## src/rtl/tmon_pkg.sv

```systemverilog
package tmon_pkg;
    typedef enum logic [2:0] {
        F_LOW  = 3'd0,
        F_UP   = 3'd1,
        F_CRIT = 3'd2,
        F_MASK = 3'd3,
        F_CLR  = 3'd4,
        F_STAT = 3'd5,
        F_LAST = 3'd6
    } field_e;

    localparam logic [2:0] G_EN   = 3'd0;
    localparam logic [2:0] G_BARK = 3'd1;
    localparam logic [2:0] G_BCNT = 3'd2;

    localparam int KIND_LOW  = 0;
    localparam int KIND_UP   = 1;
    localparam int KIND_CRIT = 2;
endpackage

```

## src/rtl/tmon_channel.sv

```systemverilog
module tmon_channel
    import tmon_pkg::*;
#(
    parameter int TEMP_W = 12,
    parameter int HOLD   = 6
) (
    input  logic              clk,
    input  logic              rst_n,
    input  logic              cfg_we,
    input  logic [2:0]        cfg_field,
    input  logic [TEMP_W-1:0] cfg_wdata,
    input  logic              smp_en,
    input  logic [TEMP_W-1:0] smp_val,
    output logic [TEMP_W-1:0] thr_lo_o,
    output logic [TEMP_W-1:0] thr_up_o,
    output logic [TEMP_W-1:0] thr_cr_o,
    output logic [2:0]        mask_o,
    output logic [2:0]        clr_o,
    output logic [2:0]        stat_o,
    output logic [TEMP_W-1:0] last_o,
    output logic              valid_o
);
    localparam int CNT_W = $clog2(HOLD + 1);
    localparam logic [TEMP_W-1:0] T_MIN = {1'b1, {(TEMP_W-1){1'b0}}};
    localparam logic [TEMP_W-1:0] T_MAX = {1'b0, {(TEMP_W-1){1'b1}}};

    typedef struct packed {
        logic [TEMP_W-1:0] lo;
        logic [TEMP_W-1:0] up;
        logic [TEMP_W-1:0] cr;
        logic [TEMP_W-1:0] last;
        logic [2:0]        mask;
        logic [2:0]        clr;
        logic [2:0]        stat;
        logic [CNT_W-1:0]  cnt;
    } ch_t;

    ch_t q, d;

    always_comb begin
        d = q;
        if (cfg_we) begin
            case (cfg_field)
                F_LOW:   d.lo   = cfg_wdata;
                F_UP:    d.up   = cfg_wdata;
                F_CRIT:  d.cr   = cfg_wdata;
                F_MASK:  d.mask = cfg_wdata[2:0];
                F_CLR:   d.clr  = cfg_wdata[2:0];
                default: ;
            endcase
        end
        if (smp_en) begin
            d.last = smp_val;
            d.cnt  = CNT_W'(HOLD);
            d.stat[KIND_LOW]  = $signed(smp_val) <= $signed(q.lo);
            d.stat[KIND_UP]   = $signed(smp_val) >= $signed(q.up);
            d.stat[KIND_CRIT] = $signed(smp_val) >= $signed(q.cr);
        end else if (q.cnt != '0) begin
            d.cnt = q.cnt - 1'b1;
        end
        d.stat = d.stat & ~d.clr;
    end

    always_ff @(posedge clk or negedge rst_n) begin
        if (!rst_n) begin
            q.lo   <= T_MIN;
            q.up   <= T_MAX;
            q.cr   <= T_MAX;
            q.last <= '0;
            q.mask <= 3'b111;
            q.clr  <= 3'b000;
            q.stat <= 3'b000;
            q.cnt  <= '0;
        end else begin
            q <= d;
        end
    end

    assign thr_lo_o = q.lo;
    assign thr_up_o = q.up;
    assign thr_cr_o = q.cr;
    assign mask_o   = q.mask;
    assign clr_o    = q.clr;
    assign stat_o   = q.stat;
    assign last_o   = q.last;
    assign valid_o  = (q.cnt == '0);


    up_set_chk: assert property (@(posedge clk) disable iff (!rst_n)
        smp_en && ($signed(smp_val) >= $signed(thr_up_o)) && !clr_o[1]
        && !(cfg_we && cfg_field == F_CLR) |=> stat_o[1]);


    hold_flags_chk: assert property (@(posedge clk) disable iff (!rst_n)
        !smp_en && !(cfg_we && cfg_field == F_CLR) |=> $stable(stat_o));


    clr_blocks_chk: assert property (@(posedge clk) disable iff (!rst_n)
        clr_o[0] |-> !stat_o[0]);


    valid_drop_chk: assert property (@(posedge clk) disable iff (!rst_n)
        smp_en |=> !valid_o);
endmodule

```

## src/rtl/tmon_bark.sv

```systemverilog
module tmon_bark #(
    parameter int BARK_W = 8
) (
    input  logic              clk,
    input  logic              rst_n,
    input  logic              bark_evt,
    input  logic              cfg_we,
    input  logic [1:0]        cfg_wdata,
    output logic              mask_o,
    output logic              clr_o,
    output logic              stat_o,
    output logic [BARK_W-1:0] cnt_o
);
    typedef struct packed {
        logic              mask;
        logic              clr;
        logic              stat;
        logic [BARK_W-1:0] cnt;
    } bark_t;

    bark_t q, d;

    always_comb begin
        d = q;
        if (cfg_we) begin
            d.mask = cfg_wdata[0];
            d.clr  = cfg_wdata[1];
        end
        if (bark_evt) begin
            d.stat = 1'b1;
            if (q.cnt != '1) d.cnt = q.cnt + 1'b1;
        end
        d.stat = d.stat & ~d.clr;
    end

    always_ff @(posedge clk or negedge rst_n) begin
        if (!rst_n) begin
            q.mask <= 1'b1;
            q.clr  <= 1'b0;
            q.stat <= 1'b0;
            q.cnt  <= '0;
        end else begin
            q <= d;
        end
    end

    assign mask_o = q.mask;
    assign clr_o  = q.clr;
    assign stat_o = q.stat;
    assign cnt_o  = q.cnt;


    bark_set_chk: assert property (@(posedge clk) disable iff (!rst_n)
        bark_evt && !clr_o && !(cfg_we && cfg_wdata[1]) |=> stat_o);


    bark_count_chk: assert property (@(posedge clk) disable iff (!rst_n)
        bark_evt && (cnt_o != '1) |=> cnt_o == $past(cnt_o) + 1'b1);
endmodule

```

## src/rtl/tmon_irq_ctrl.sv

```systemverilog
module tmon_irq_ctrl
    import tmon_pkg::*;
#(
    parameter int NUM_CH     = 4,
    parameter int TEMP_W     = 12,
    parameter int VALID_HOLD = 6,
    parameter int BARK_W     = 8,
    localparam int CH_W      = (NUM_CH > 1) ? $clog2(NUM_CH) : 1
) (
    input  logic              clk,
    input  logic              rst_n,
    input  logic              smp_en,
    input  logic [CH_W-1:0]   smp_ch,
    input  logic [TEMP_W-1:0] smp_val,
    input  logic              bark_evt,
    input  logic              reg_we,
    input  logic [7:0]        reg_addr,
    input  logic [31:0]       reg_wdata,
    output logic [31:0]       reg_rdata,
    output logic              irq_uplow,
    output logic              irq_crit
);
    logic              is_glob;
    logic [3:0]        ch_sel;
    logic [2:0]        field;
    logic [2:0]        en_d, en_q;
    logic              unused_wd;

    logic [TEMP_W-1:0] lo_a   [NUM_CH];
    logic [TEMP_W-1:0] up_a   [NUM_CH];
    logic [TEMP_W-1:0] cr_a   [NUM_CH];
    logic [TEMP_W-1:0] last_a [NUM_CH];
    logic [2:0]        mask_a [NUM_CH];
    logic [2:0]        clr_a  [NUM_CH];
    logic [2:0]        stat_a [NUM_CH];
    logic              vld_a  [NUM_CH];

    logic              bk_mask, bk_clr, bk_stat;
    logic [BARK_W-1:0] bk_cnt;
    logic              any_up, any_lo, any_cr;

    assign is_glob   = reg_addr[7];
    assign ch_sel    = reg_addr[6:3];
    assign field     = reg_addr[2:0];
    assign unused_wd = ^reg_wdata[31:TEMP_W];

    for (genvar g = 0; g < NUM_CH; g++) begin : g_ch
        tmon_channel #(.TEMP_W(TEMP_W), .HOLD(VALID_HOLD)) u_ch (
            .clk       (clk),
            .rst_n     (rst_n),
            .cfg_we    (reg_we && !is_glob && (ch_sel == 4'(g))),
            .cfg_field (field),
            .cfg_wdata (reg_wdata[TEMP_W-1:0]),
            .smp_en    (smp_en && (smp_ch == CH_W'(g))),
            .smp_val   (smp_val),
            .thr_lo_o  (lo_a[g]),
            .thr_up_o  (up_a[g]),
            .thr_cr_o  (cr_a[g]),
            .mask_o    (mask_a[g]),
            .clr_o     (clr_a[g]),
            .stat_o    (stat_a[g]),
            .last_o    (last_a[g]),
            .valid_o   (vld_a[g])
        );
    end

    tmon_bark #(.BARK_W(BARK_W)) u_bark (
        .clk       (clk),
        .rst_n     (rst_n),
        .bark_evt  (bark_evt),
        .cfg_we    (reg_we && is_glob && (field == G_BARK)),
        .cfg_wdata (reg_wdata[1:0]),
        .mask_o    (bk_mask),
        .clr_o     (bk_clr),
        .stat_o    (bk_stat),
        .cnt_o     (bk_cnt)
    );

    always_comb begin
        en_d = en_q;
        if (reg_we && is_glob && (field == G_EN)) en_d = reg_wdata[2:0];
    end

    always_ff @(posedge clk or negedge rst_n) begin
        if (!rst_n) en_q <= 3'b000;
        else        en_q <= en_d;
    end

    always_comb begin
        any_up = 1'b0;
        any_lo = 1'b0;
        any_cr = 1'b0;
        for (int i = 0; i < NUM_CH; i++) begin
            any_lo = any_lo | (stat_a[i][KIND_LOW]  & ~mask_a[i][KIND_LOW]);
            any_up = any_up | (stat_a[i][KIND_UP]   & ~mask_a[i][KIND_UP]);
            any_cr = any_cr | (stat_a[i][KIND_CRIT] & ~mask_a[i][KIND_CRIT]);
        end
    end

    assign irq_uplow = (en_q[KIND_LOW] & any_lo) | (en_q[KIND_UP] & any_up);
    assign irq_crit  = (en_q[KIND_CRIT] & any_cr) | (bk_stat & ~bk_mask);

    always_comb begin
        reg_rdata = '0;
        if (is_glob) begin
            case (field)
                G_EN:    reg_rdata = {29'b0, en_q};
                G_BARK:  reg_rdata = {29'b0, bk_stat, bk_clr, bk_mask};
                G_BCNT:  reg_rdata = 32'(bk_cnt);
                default: reg_rdata = '0;
            endcase
        end else begin
            for (int i = 0; i < NUM_CH; i++) begin
                if (ch_sel == 4'(i)) begin
                    case (field)
                        F_LOW:  reg_rdata = {{(32-TEMP_W){lo_a[i][TEMP_W-1]}}, lo_a[i]};
                        F_UP:   reg_rdata = {{(32-TEMP_W){up_a[i][TEMP_W-1]}}, up_a[i]};
                        F_CRIT: reg_rdata = {{(32-TEMP_W){cr_a[i][TEMP_W-1]}}, cr_a[i]};
                        F_MASK: reg_rdata = {29'b0, mask_a[i]};
                        F_CLR:  reg_rdata = {29'b0, clr_a[i]};
                        F_STAT: reg_rdata = {29'b0, stat_a[i]};
                        F_LAST: reg_rdata = {15'b0, vld_a[i],
                                             {(16-TEMP_W){last_a[i][TEMP_W-1]}}, last_a[i]};
                        default: reg_rdata = '0;
                    endcase
                end
            end
        end
    end


    en_gate_chk: assert property (@(posedge clk) disable iff (!rst_n)
        (en_q[1:0] == 2'b00) |-> !irq_uplow);


    bark_line_chk: assert property (@(posedge clk) disable iff (!rst_n)
        (bk_stat && !bk_mask) |-> irq_crit);


    reset_quiet_chk: assert property (@(posedge clk) disable iff (!rst_n)
        $rose(rst_n) |-> !irq_uplow && !irq_crit);
endmodule

```

## config.mk

```make
export PLATFORM = sky130hd
export DESIGN_NAME = tmon_irq_ctrl
export DESIGN_NICKNAME = d
export VERILOG_FILES = /design/src/rtl/tmon_pkg.sv /design/src/rtl/tmon_channel.sv /design/src/rtl/tmon_bark.sv /design/src/rtl/tmon_irq_ctrl.sv
export SDC_FILE = /design/constraint.sdc
export NUM_CORES = 1
export LEC_CHECK = 0
export BUFFER_PORTS_ARGS = -buffer_cell sky130_fd_sc_hd__clkbuf_2
export CORE_MARGIN = 2
export CORE_UTILIZATION = 65
export DETAILED_ROUTE_END_ITERATION = 7
export GPL_TIMING_DRIVEN = 0
export PLACE_DENSITY = 0.84
export SETUP_SLACK_MARGIN = 0.15
export SLEW_MARGIN = 20
export SYNTH_ARGS = -nofsm -noshare
export SYNTH_HDL_FRONTEND = slang
export SYNTH_SLANG_ARGS = --single-unit
```

## constraint.sdc

```tcl
create_clock -name clk -period 4.1 [get_ports clk]
set_clock_uncertainty 0.05 [all_clocks]
set_input_delay 0.41 -clock clk [delete_from_list [all_inputs] [get_ports clk]]
set_output_delay 0.41 -clock clk [all_outputs]
set_load 0.01 [all_outputs]
```

Word level (Yosys, flattened, before mapping)
Cells that the tools add are included.

Register bits after elaboration: 254. Bits in latches: 0. Memory bits (writable): 0. Memory bits (read-only): 0. Input bits: 59. Output and inout bits: 34. Word-level logic and storage cells: 195. Memories: 0.

Add/sub/neg operators: 5. $mul: 0. Div/mod/pow operators: 0. Magnitude comparators: 12. Eq/ne operators: 13. Shift-type cells: 0. Multiplexer cells: 33. Bitwise gates (word level): 50. Reductions and logical operators: 45.

Operators by type and width (number): 32-bit case mux with 7 select lines (4); 32-bit two-way mux (5); 12-bit >= comparator (8); 3-bit two-way mux (20); 12-bit <= comparator (4); 2-bit AND reduction (17); 8-bit case mux with 3 select lines (1); 1-bit bitwise AND (17); 3-bit logical NOT (5); 1-bit NOT (14); 3-bit bitwise AND (4); 1-bit logical AND (12); 3-bit NOT (4); 3-bit nonzero test (4); 3-bit by 1-bit subtractor with 3-bit output, second input constant (4); 1-bit OR (11); 3-bit equality test, second input constant (3); 9-bit two-way mux (1); 8-bit by 1-bit adder with 8-bit output, second input constant (1); 4-bit by 2-bit equality test with 1-bit output, second input constant (2); 8-bit two-way mux (1); 8-bit inequality test, second input constant (1); 2-bit nonzero test (4); 3-bit by 2-bit equality test with 1-bit output, second input constant (2); 8 further kinds (9).

Depth between registers and ports, before layout
Gate-level depths: netlist (run 1).

Word-level depth: 7. Gate-level depth with buffers: 9.

Cells and area by module
Synthesis (run 1) repeated with hierarchy kept, for this count alone.

Cells, all modules: 1934. Area, all modules: 18036.0 um^2.

By module, submodules not included: tmon_channel at g_ch[0].u_ch ... (times used 3, cells each 367, area each 3671.0 um^2); tmon_channel at g_ch[1].u_ch (times used 1, cells each 367, area each 3649.8 um^2); tmon_irq_ctrl (times used 1, cells each 425, area each 2876.5 um^2); tmon_bark (times used 1, cells each 41, area each 496.7 um^2).

Worst setup path after synthesis (run 1)
No wires, ideal clock.

Path kind: input to output. Start: in reg_addr[0]. End: out reg_rdata[18]. Arrival time: 2.250 ns. Setup slack: 1.390 ns. Stages on the path: 8. Path buffers: 3. Path through: buf_4 and2b_1 clkbuf_1 nand3b_1 a31oi_1 a22oi_1 nor2_1 buf_4.

Cells in the longest elaborated chain, start to end: 7. Elaborated cells on any way between the ends: 16.

RTL lines: start: declaration (RTL line tmon_irq_ctrl.sv:17) `input logic [7:0] reg_addr,`; 3-bit equality test (tied with other cells) (RTL line tmon_irq_ctrl.sv:115) `case (field)`; 32-bit case mux with 7 select lines (RTL line tmon_irq_ctrl.sv:115); 32-bit two-way mux (3 in a row) (RTL line tmon_irq_ctrl.sv:114) `if (ch_sel == 4'(i)) begin`; 32-bit two-way mux (*) (RTL line tmon_irq_ctrl.sv:114); 32-bit two-way mux (*) (RTL line tmon_irq_ctrl.sv:105) `if (is_glob) begin`; end: declaration (RTL line tmon_irq_ctrl.sv:19) `output logic [31:0] reg_rdata,`.

Every way passes the cells marked *; elsewhere a longest branch is shown, timed or not.

Final worst setup path (run 1)
Start: in reg_addr[0]. End: out reg_rdata[28].

The elaborated chain is that of the path after synthesis.

==> reports/metrics.yaml, run 1 <==
power_and_ir_drop:
  vdd_drop_max_v: 0.000336
  p_per_area_nw_per_um2: 396
  p_leak_nw: 7.99
  total_power_mw: 7.11
critical_path:
  cpMaxStageDelayCell: "nor2_1"
  cp.arrival_ns: 3.32
  crit_chain: "buf_4 -> and2b_1 -> clkbuf_1 -> nand3b_1 -> a31oi_1 -> a22oi_1 -> nor2_1 -> buf_4 -> clkbuf_2"
  crit_buf_inv: 4
  crit_fanout: 15
  crit_path_end_kind: "primary output"
  cpMostUsedCell: "buf_4"
  cpPeakStageDelay_ns: 0.78
  worst_path_dominant_cell_family: "buffers and inverters"
  cp-start-kind: "primary input"
  crit_type: "in -> out"
  cp.required_ns: 3.64
run:
  maxCapViolCount: 0
die:
  placementRows: 57
  core_um2: 24300
  die_w_um: 162
  start_util: 0.664
  die_y_um: 162
  num_io_pins: 93
  dieArea_um2: 26100
placement:
  gp_congestion: 1.02
  dp_slack_ns: 0.377
  place_area_um2: 17000
  port_buffers: 70
  place_inst: 1983
  hpwl_um: 37800
yosys:
  yosys-mux-area-fraction: 0.167
  synthFlopType: "dfrtp_1"
  synth_top_family_by_area: "multiplexers"
  synth_simple_gate_area_frac: 0.100
  yosys_warnings: 0
  ys_seq_area_frac: 0.402
  synthXorXnorAreaFrac: 0.00705
  synth-edff-count: 0
  syn_area_per_cell_um2: 10.2
  synthAdderAreaFrac: 0.119
  synth-seq-cells: 254
  syn_nets: 1798
  ys_types: 69
  synth-compound-area-share: 0.135
  netlist_area_um2: 16100
  synthArstFlopShare: 1.00
  synth_cells: 1586
global_routing:
  first_global_vias: 13600
  grt-ovfl-total: 0
  grt_max_degree: 84
  globalRouteMet2Util: 0.613
  grt_usage: 0.404
  antenna_found_initial: 2
  grtUsageMet1: 0.537
  met3_usage: 0.0968
  grt_first_pass_wirelength_um: 79400
  busiest_layer: "met2"
timing:
  relSlewSlack: 0.113
  rsz0062_at_grt: "false"
  final-max-slew-violation-count: 0
  fmax_mhz: 265
  worst_slew_pin_slew_ns: 1.33
  post-route-period-util: 0.921
  setup_viol: 0
  post-route-worst-setup-slack_ns: 0.324
  fin_setup_tns_ns: 0
  hold_viol: 0
  period_needed_ns: 3.78
layout:
  drive_gt1_frac: 0.285
  fin_nets: 1902
  fillCellCount: 1712
  postLayoutCellArea_um2: 18000
  fin_cells: 2036
  syn_to_final_growth_pct: 11.2
  antenna_cells: 0
cts:
  h-tree-depth: 1
  insertion_delay_ns: 0.56
  cts_tree: "yes"
  clk_path_buf_depth: 3
  clock-root-buffer: "clkbuf_16"
  cts.sinks: 254
  cts-buffers-inserted: 28
  clk_pin_slew_worst_paths_ns: 0.06
worst_hold_path:
  hold_path_class: "in -> reg"
drt:
  drc: 0
  route.detailed.wl_per_inst_um: 25.7
  drtAntennaViolNets: 0
  wirelength_um: 52400
  first_pass_iters: 8
  vias: 13700
  dr.first_iter.drc_count: 1673
  viasPerCell: 6.74
run_status:
  status: "complete, no violations"
## layer usage
metal,share of wire,vias up
li1,-,5834
met1,0.39,6660
met2,0.43,964
met3,0.12,262
met4,0.064,2
met5,0.00025,-
## worst paths after layout
path / startpoint / end / slack (ns) / depth (start not counted)
setup / recovery: reg_addr[0] / reg_rdata[28] / 0.32 / 9
hold / removal: reg_wdata[5] / g_ch[1].u_ch.thr_up_o[5]$_DFFE_PN1P_ / 0.05 / 2
setup reg to reg: g_ch[1].u_ch.thr_cr_o[5]$_DFFE_PN1P_ / g_ch[1].u_ch.stat_o[2]$_DFF_PN0_ / 1.59 / 8
hold reg to reg: g_ch[0].u_ch.last_o[9]$_DFFE_PN0P_ / g_ch[0].u_ch.last_o[9]$_DFFE_PN0P_ / 0.43 / 2
max in group asynchronous: rst_n / g_ch[3].u_ch.thr_cr_o[5]$_DFFE_PN1P_ / 2.94 / 3
min in group asynchronous: rst_n / en_q[1]$_DFFE_PN0P_ / 0.30 / 2
## cells in the mapped netlist (7+ instances only)
cell,number,area [um^2]
buf_1,8,30.0
o21ai_0,44,220
o221ai_1,10,87.6
nor2_1,76,285
clkbuf_1,34,128
nor3_1,11,55.1
buf_4,27,203
a22oi_1,48,360
mux2i_1,33,330
nor4_1,7,43.8
mux2_1,18,203
nand3_1,24,120
a21oi_1,75,375
inv_1,172,646
mux2_2,184,2070
ha_1,153,1910
nand2b_1,18,113
dfstp_2,105,2760
nor2b_1,12,75.1
buf_2,27,135
a21o_1,24,180
a211oi_1,19,143
nand4_1,16,100
o211ai_1,14,105
dfrtp_1,149,3730
o22ai_1,22,138
a31oi_1,8,50.1
xnor2_1,10,87.6
nand2_1,138,518
## layout by cell type (no fill, tap or decap), types with 8 or more instances in the layout
cell type,n
xnor2_1,10
dfstp_2,105
ha_1,153
a21o_1,24
mux2_1,18
clkbuf_2,69
buf_2,27
nand2b_1,18
o221ai_1,10
a31oi_1,8
clkbuf_8,8
buf_4,27
clkbuf_1,39
a211oi_1,19
buf_1,8
o21ai_0,43
nand3_1,24
nand4_1,16
a22oi_1,48
mux2_2,184
clkbuf_16,29
nand2_1,138
inv_1,172
nor2_1,76
dfrtp_1,149
a21oi_1,75
mux2i_1,33
nor2b_1,12
nor3_1,11
o211ai_1,14
o22ai_1,22
## state kept, by name, indices dropped and copies added, names as in the netlist
register,cells
g_ch.u_ch.stat_o,12
u_bark.cnt_o,8
u_bark.stat_o,1
g_ch.u_ch.thr_cr_o,48
g_ch.u_ch.thr_up_o,48
u_bark.clr_o,1
g_ch.u_ch.last_o,48
g_ch.u_ch.q,12
g_ch.u_ch.mask_o,12
g_ch.u_ch.clr_o,12
en_q,3
g_ch.u_ch.thr_lo_o,48
u_bark.mask_o,1
## repair_timing
item	CTS	global route
resized for setup	0	1
setup endpoints to repair	0	3
hold endpoints to repair	24	0
buffers inserted	0	0
hold buffers	1	0
## kinds of logic after synthesis
group                    after synthesis
AO/OA/AOI/OAI                        321
XOR/XNOR                              13
adder cells (fa/ha/maj)              153
buffers and inverters                268
flip-flops                           254
multiplexers                         239
AND/OR/NAND/NOR                      338
## power breakdown
| group | leakage (nW) | internal, mW | switching (mW) |
|---|---|---|---|
| Sequential | 2.99 | 2.85 | 0.234 |
| Combinational | 4.53 | 0.560 | 0.844 |
| Clock | 0.470 | 1.54 | 1.08 |
## through the flow
step | util | hold WS, ns
6_report | 0.738 | 0.0521
3_3_place_gp | 0.695 | 0.409
4_1_cts | 0.738 | 0.0577
3_5_place_dp | 0.699 | 0.311
2_1_floorplan | - | 0.0644
5_1_grt | 0.738 | 0.0628
## area by class of cell
| cell class | count | area [um^2] | share of cell area |
|---|---|---|---|
| inverters | 172 | 646 | 0.0360 |
| repair buffers | 74 | 452 | 0.0252 |
| clock inverters | 11 | 114 | 0.00634 |
| well taps | 324 | 405 | 0.0226 |
| flip-flops and latches | 254 | 6490 | 0.361 |
| plain buffers | 96 | 495 | 0.0276 |
| multi-input cells | 1064 | 8510 | 0.474 |
| clock buffers | 41 | 841 | 0.0468 |
Power figures use the tool's default switching activity.
==> run 2, diff against run 1 <==
Settings changed: CORE_MARGIN 2 to not set.
==> run 2 against run 1 <==
  * Global-route usage up 0.86 points
  * Sequential cell count unchanged
  * Hold slack worse by 0.0050 ns
  * Cell count barely moved
  * Final area grew 0.22%
  * Fmax down 4.3%
  * Power is 1.4% higher
  * Core utilization is 0.16 points higher
  * Die area is 2.5% lower
  * Critical endpoint is now reg_rdata[12]
  * Largest cell class unchanged
==> reports/metrics.yaml, run 2 (same netlist as run 1, synthesis figures left out) <==
timing:
  period_needed_ns: 3.95  # +0.170 ns
  post-route-period-util: 0.962  # +0.0414
  hold_viol: 0  # unchanged
  final-max-slew-violation-count: 0  # unchanged
  setup_viol: 0  # unchanged
  relSlewSlack: 0.281  # +0.168
  rsz0062_at_grt: "false"
  post-route-worst-setup-slack_ns: 0.154  # -0.170 ns
  worst_slew_pin_slew_ns: 1.08  # -0.249 ns
  fmax_mhz: 253  # -4.3%
layout:
  regArea_um2: 6490  # unchanged
  multi_input_area_um2: 8520  # about the same
  fin_nets: 1903  # +0.053%
  final_cell_mix: "mux2_2, inv_1, ha_1"
  final_util: 0.740  # +0.00165
  syn_to_final_growth_pct: 11.5
  postLayoutCellArea_um2: 18000  # +0.22%
  fillCellCount: 1714  # +0.12%
  antenna_cells: 0  # unchanged
  final_common_cell: "mux2_2"
  drive_gt1_frac: 0.284  # -0.000916
drt:
  viasPerCell: 6.70  # -0.65%
  dr.first_iter.drc_count: 1763  # +5.4%
  drc: 0  # unchanged
  drtAntennaViolNets: 0  # unchanged
  vias: 13600  # -0.55%
  first_pass_iters: 7  # -1
  route.detailed.wl_per_inst_um: 25.3  # -1.7%
  wirelength_um: 51500  # -1.7%
die:
  num_io_pins: 93  # unchanged
  dieArea_um2: 25500  # -2.5%
  core_um2: 24300  # unchanged
  placementRows: 57  # unchanged
  die_w_um: 160  # -1.2%
  die_y_um: 160  # -1.2%
  start_util: 0.664  # unchanged
cts:
  cts_setup_buffers: 0  # unchanged
  clk_pin_slew_worst_paths_ns: 0.06  # about the same
  cts_tree: "yes"
  h-tree-depth: 1  # unchanged
  clock-root-buffer: "clkbuf_16"
  cts-buffers-inserted: 29  # +3.6%
  insertion_delay_ns: 0.56  # about the same
  cts.sinks: 254  # unchanged
  clk_path_buf_depth: 3  # unchanged
global_routing:
  grt_max_degree: 84  # unchanged
  grtUsageMet1: 0.548  # +0.0103
  globalRouteMet2Util: 0.623  # +0.00981
  grt_first_pass_wirelength_um: 79700  # +0.36%
  busiest_layer: "met2"
  first_global_vias: 13700  # +0.97%
  grt-ovfl-total: 0  # unchanged
  met3_usage: 0.111  # +0.0142
  grt_usage: 0.413  # +0.00856
  antenna_found_initial: 0  # -2
critical_path:
  crit_path_end_kind: "primary output"
  crit_chain: "buf_4 -> buf_4 -> buf_2 -> buf_1 -> a21oi_2 -> o211ai_1 -> o21ai_0 -> buf_4 -> clkbuf_2"
  cp.required_ns: 3.64  # about the same
  cpMaxStageDelayCell: "o21ai_0"
  crit_type: "in -> out"
  cp.arrival_ns: 3.49  # +0.17 ns
  cp-start-kind: "primary input"
  cpPeakStageDelay_ns: 0.71  # -0.07 ns
  crit_fanout: 10  # -5
  cpMostUsedCell: "buf_4"
power_and_ir_drop:
  p_leak_nw: 8.01  # +0.24%
  clkPwrFrac: 0.378  # +0.009
  p_per_area_nw_per_um2: 400  # +1.1%
  switching_share: 0.302  # -0.00163
  seq_power_share: 0.428  # -0.006
  p_comb_frac: 0.194  # -0.004
  p_sw_mw: 2.17  # +0.81%
  p_int_mw: 5.03  # +1.6%
  vdd_drop_max_v: 0.000336  # about the same
placement:
  dp_slack_ns: 0.374  # -0.00327 ns
  place_area_um2: 17000  # unchanged
  gp_congestion: 1.06  # +4.4%
  hpwl_um: 37400  # -1.1%
  port_buffers: 70  # unchanged
run_status:
  status: "complete, no violations"
run:
  maxCapViolCount: 0  # unchanged
worst_hold_path:
  hold_path_class: "in -> reg"
-- run 2: cell types whose count changed in the layout (fill, tap and decap cells not counted), sizes merged --
cell,previous run,this run
bufinv,2,3
clkinvlp,2,0
clkbuf,145,149
inv,172,174
clkinv,7,4
-- run 2: final timing paths --
check	startpoint	end	slack, ns	depth (start not counted)
hold / removal	reg_wdata[5]	g_ch[1].u_ch.thr_up_o[5]$_DFFE_PN1P_	0.05	2
setup reg to reg	g_ch[2].u_ch.thr_lo_o[11]$_DFFE_PN1P_	g_ch[2].u_ch.stat_o[0]$_DFF_PN0_	1.54	8
max in group asynchronous	rst_n	g_ch[2].u_ch.thr_cr_o[6]$_DFFE_PN1P_	2.88	3
min in group asynchronous	rst_n	g_ch[1].u_ch.thr_lo_o[2]$_DFFE_PN0P_	0.31	2
setup / recovery	reg_addr[0]	reg_rdata[12]	0.15	9
hold reg to reg	g_ch[0].u_ch.last_o[1]$_DFFE_PN0P_	g_ch[0].u_ch.last_o[1]$_DFFE_PN0P_	0.43	2
-- run 2: cell type report --
class / instances / area share
buffer: 96 / 0.0275
multi-input combinational: 1064 / 0.473
sequential: 254 / 0.361
tap: 324 / 0.0225
timing repair buffer: 74 / 0.0251
clock inverter: 9 / 0.00744
inverter: 172 / 0.0359
clock buffer: 45 / 0.0476
-- run 2: metal layers --
| metal | routed length (um) | vias to the layer above |
|---|---|---|
| li1 | - | 5829 |
| met1 | 19800 | 6683 |
| met2 | 22600 | 916 |
| met3 | 6300 | 218 |
| met4 | 2820 | 0 |
| met5 | 0 | - |
-- run 2: metrics by stage --
step           total power, mW  cells  setup TNS, ns  hold slack [ns]
2_1_floorplan             3.93   1586              0           0.0644
3_5_place_dp              4.46   1983              0            0.329
4_1_cts                   7.15   2038              0           0.0541
5_1_grt                   7.48   2038              0           0.0514
6_report                  7.20   2038              0           0.0471
3_3_place_gp              4.35   1980        -450.45            0.409
-- run 2: power by group through the flow --
| stage | clock [mW] | combinational [mW] | sequential (mW) |
|---|---|---|---|
| after detailed placement | 0 | 1.35 | 3.11 |
| after global placement | 0 | 1.26 | 3.09 |
| final | 2.72 | 1.40 | 3.08 |
| after global routing | 2.83 | 1.54 | 3.11 |
| after floorplan | 0 | 0.906 | 3.03 |
| after CTS | 2.71 | 1.37 | 3.07 |
-- run 2: critical path: cells and delay by family --
kind | cells | cell delay [ns]
AO/OA/AOI/OAI | 3 | 1.52
buffers and inverters | 6 | 1.55
-- run 2: what timing repair did --
item                                   CTS  global route
gates resized for setup                  0             0
hold buffers                             1             0
setup endpoints to repair                0             0
endpoints found under the hold margin   26             0
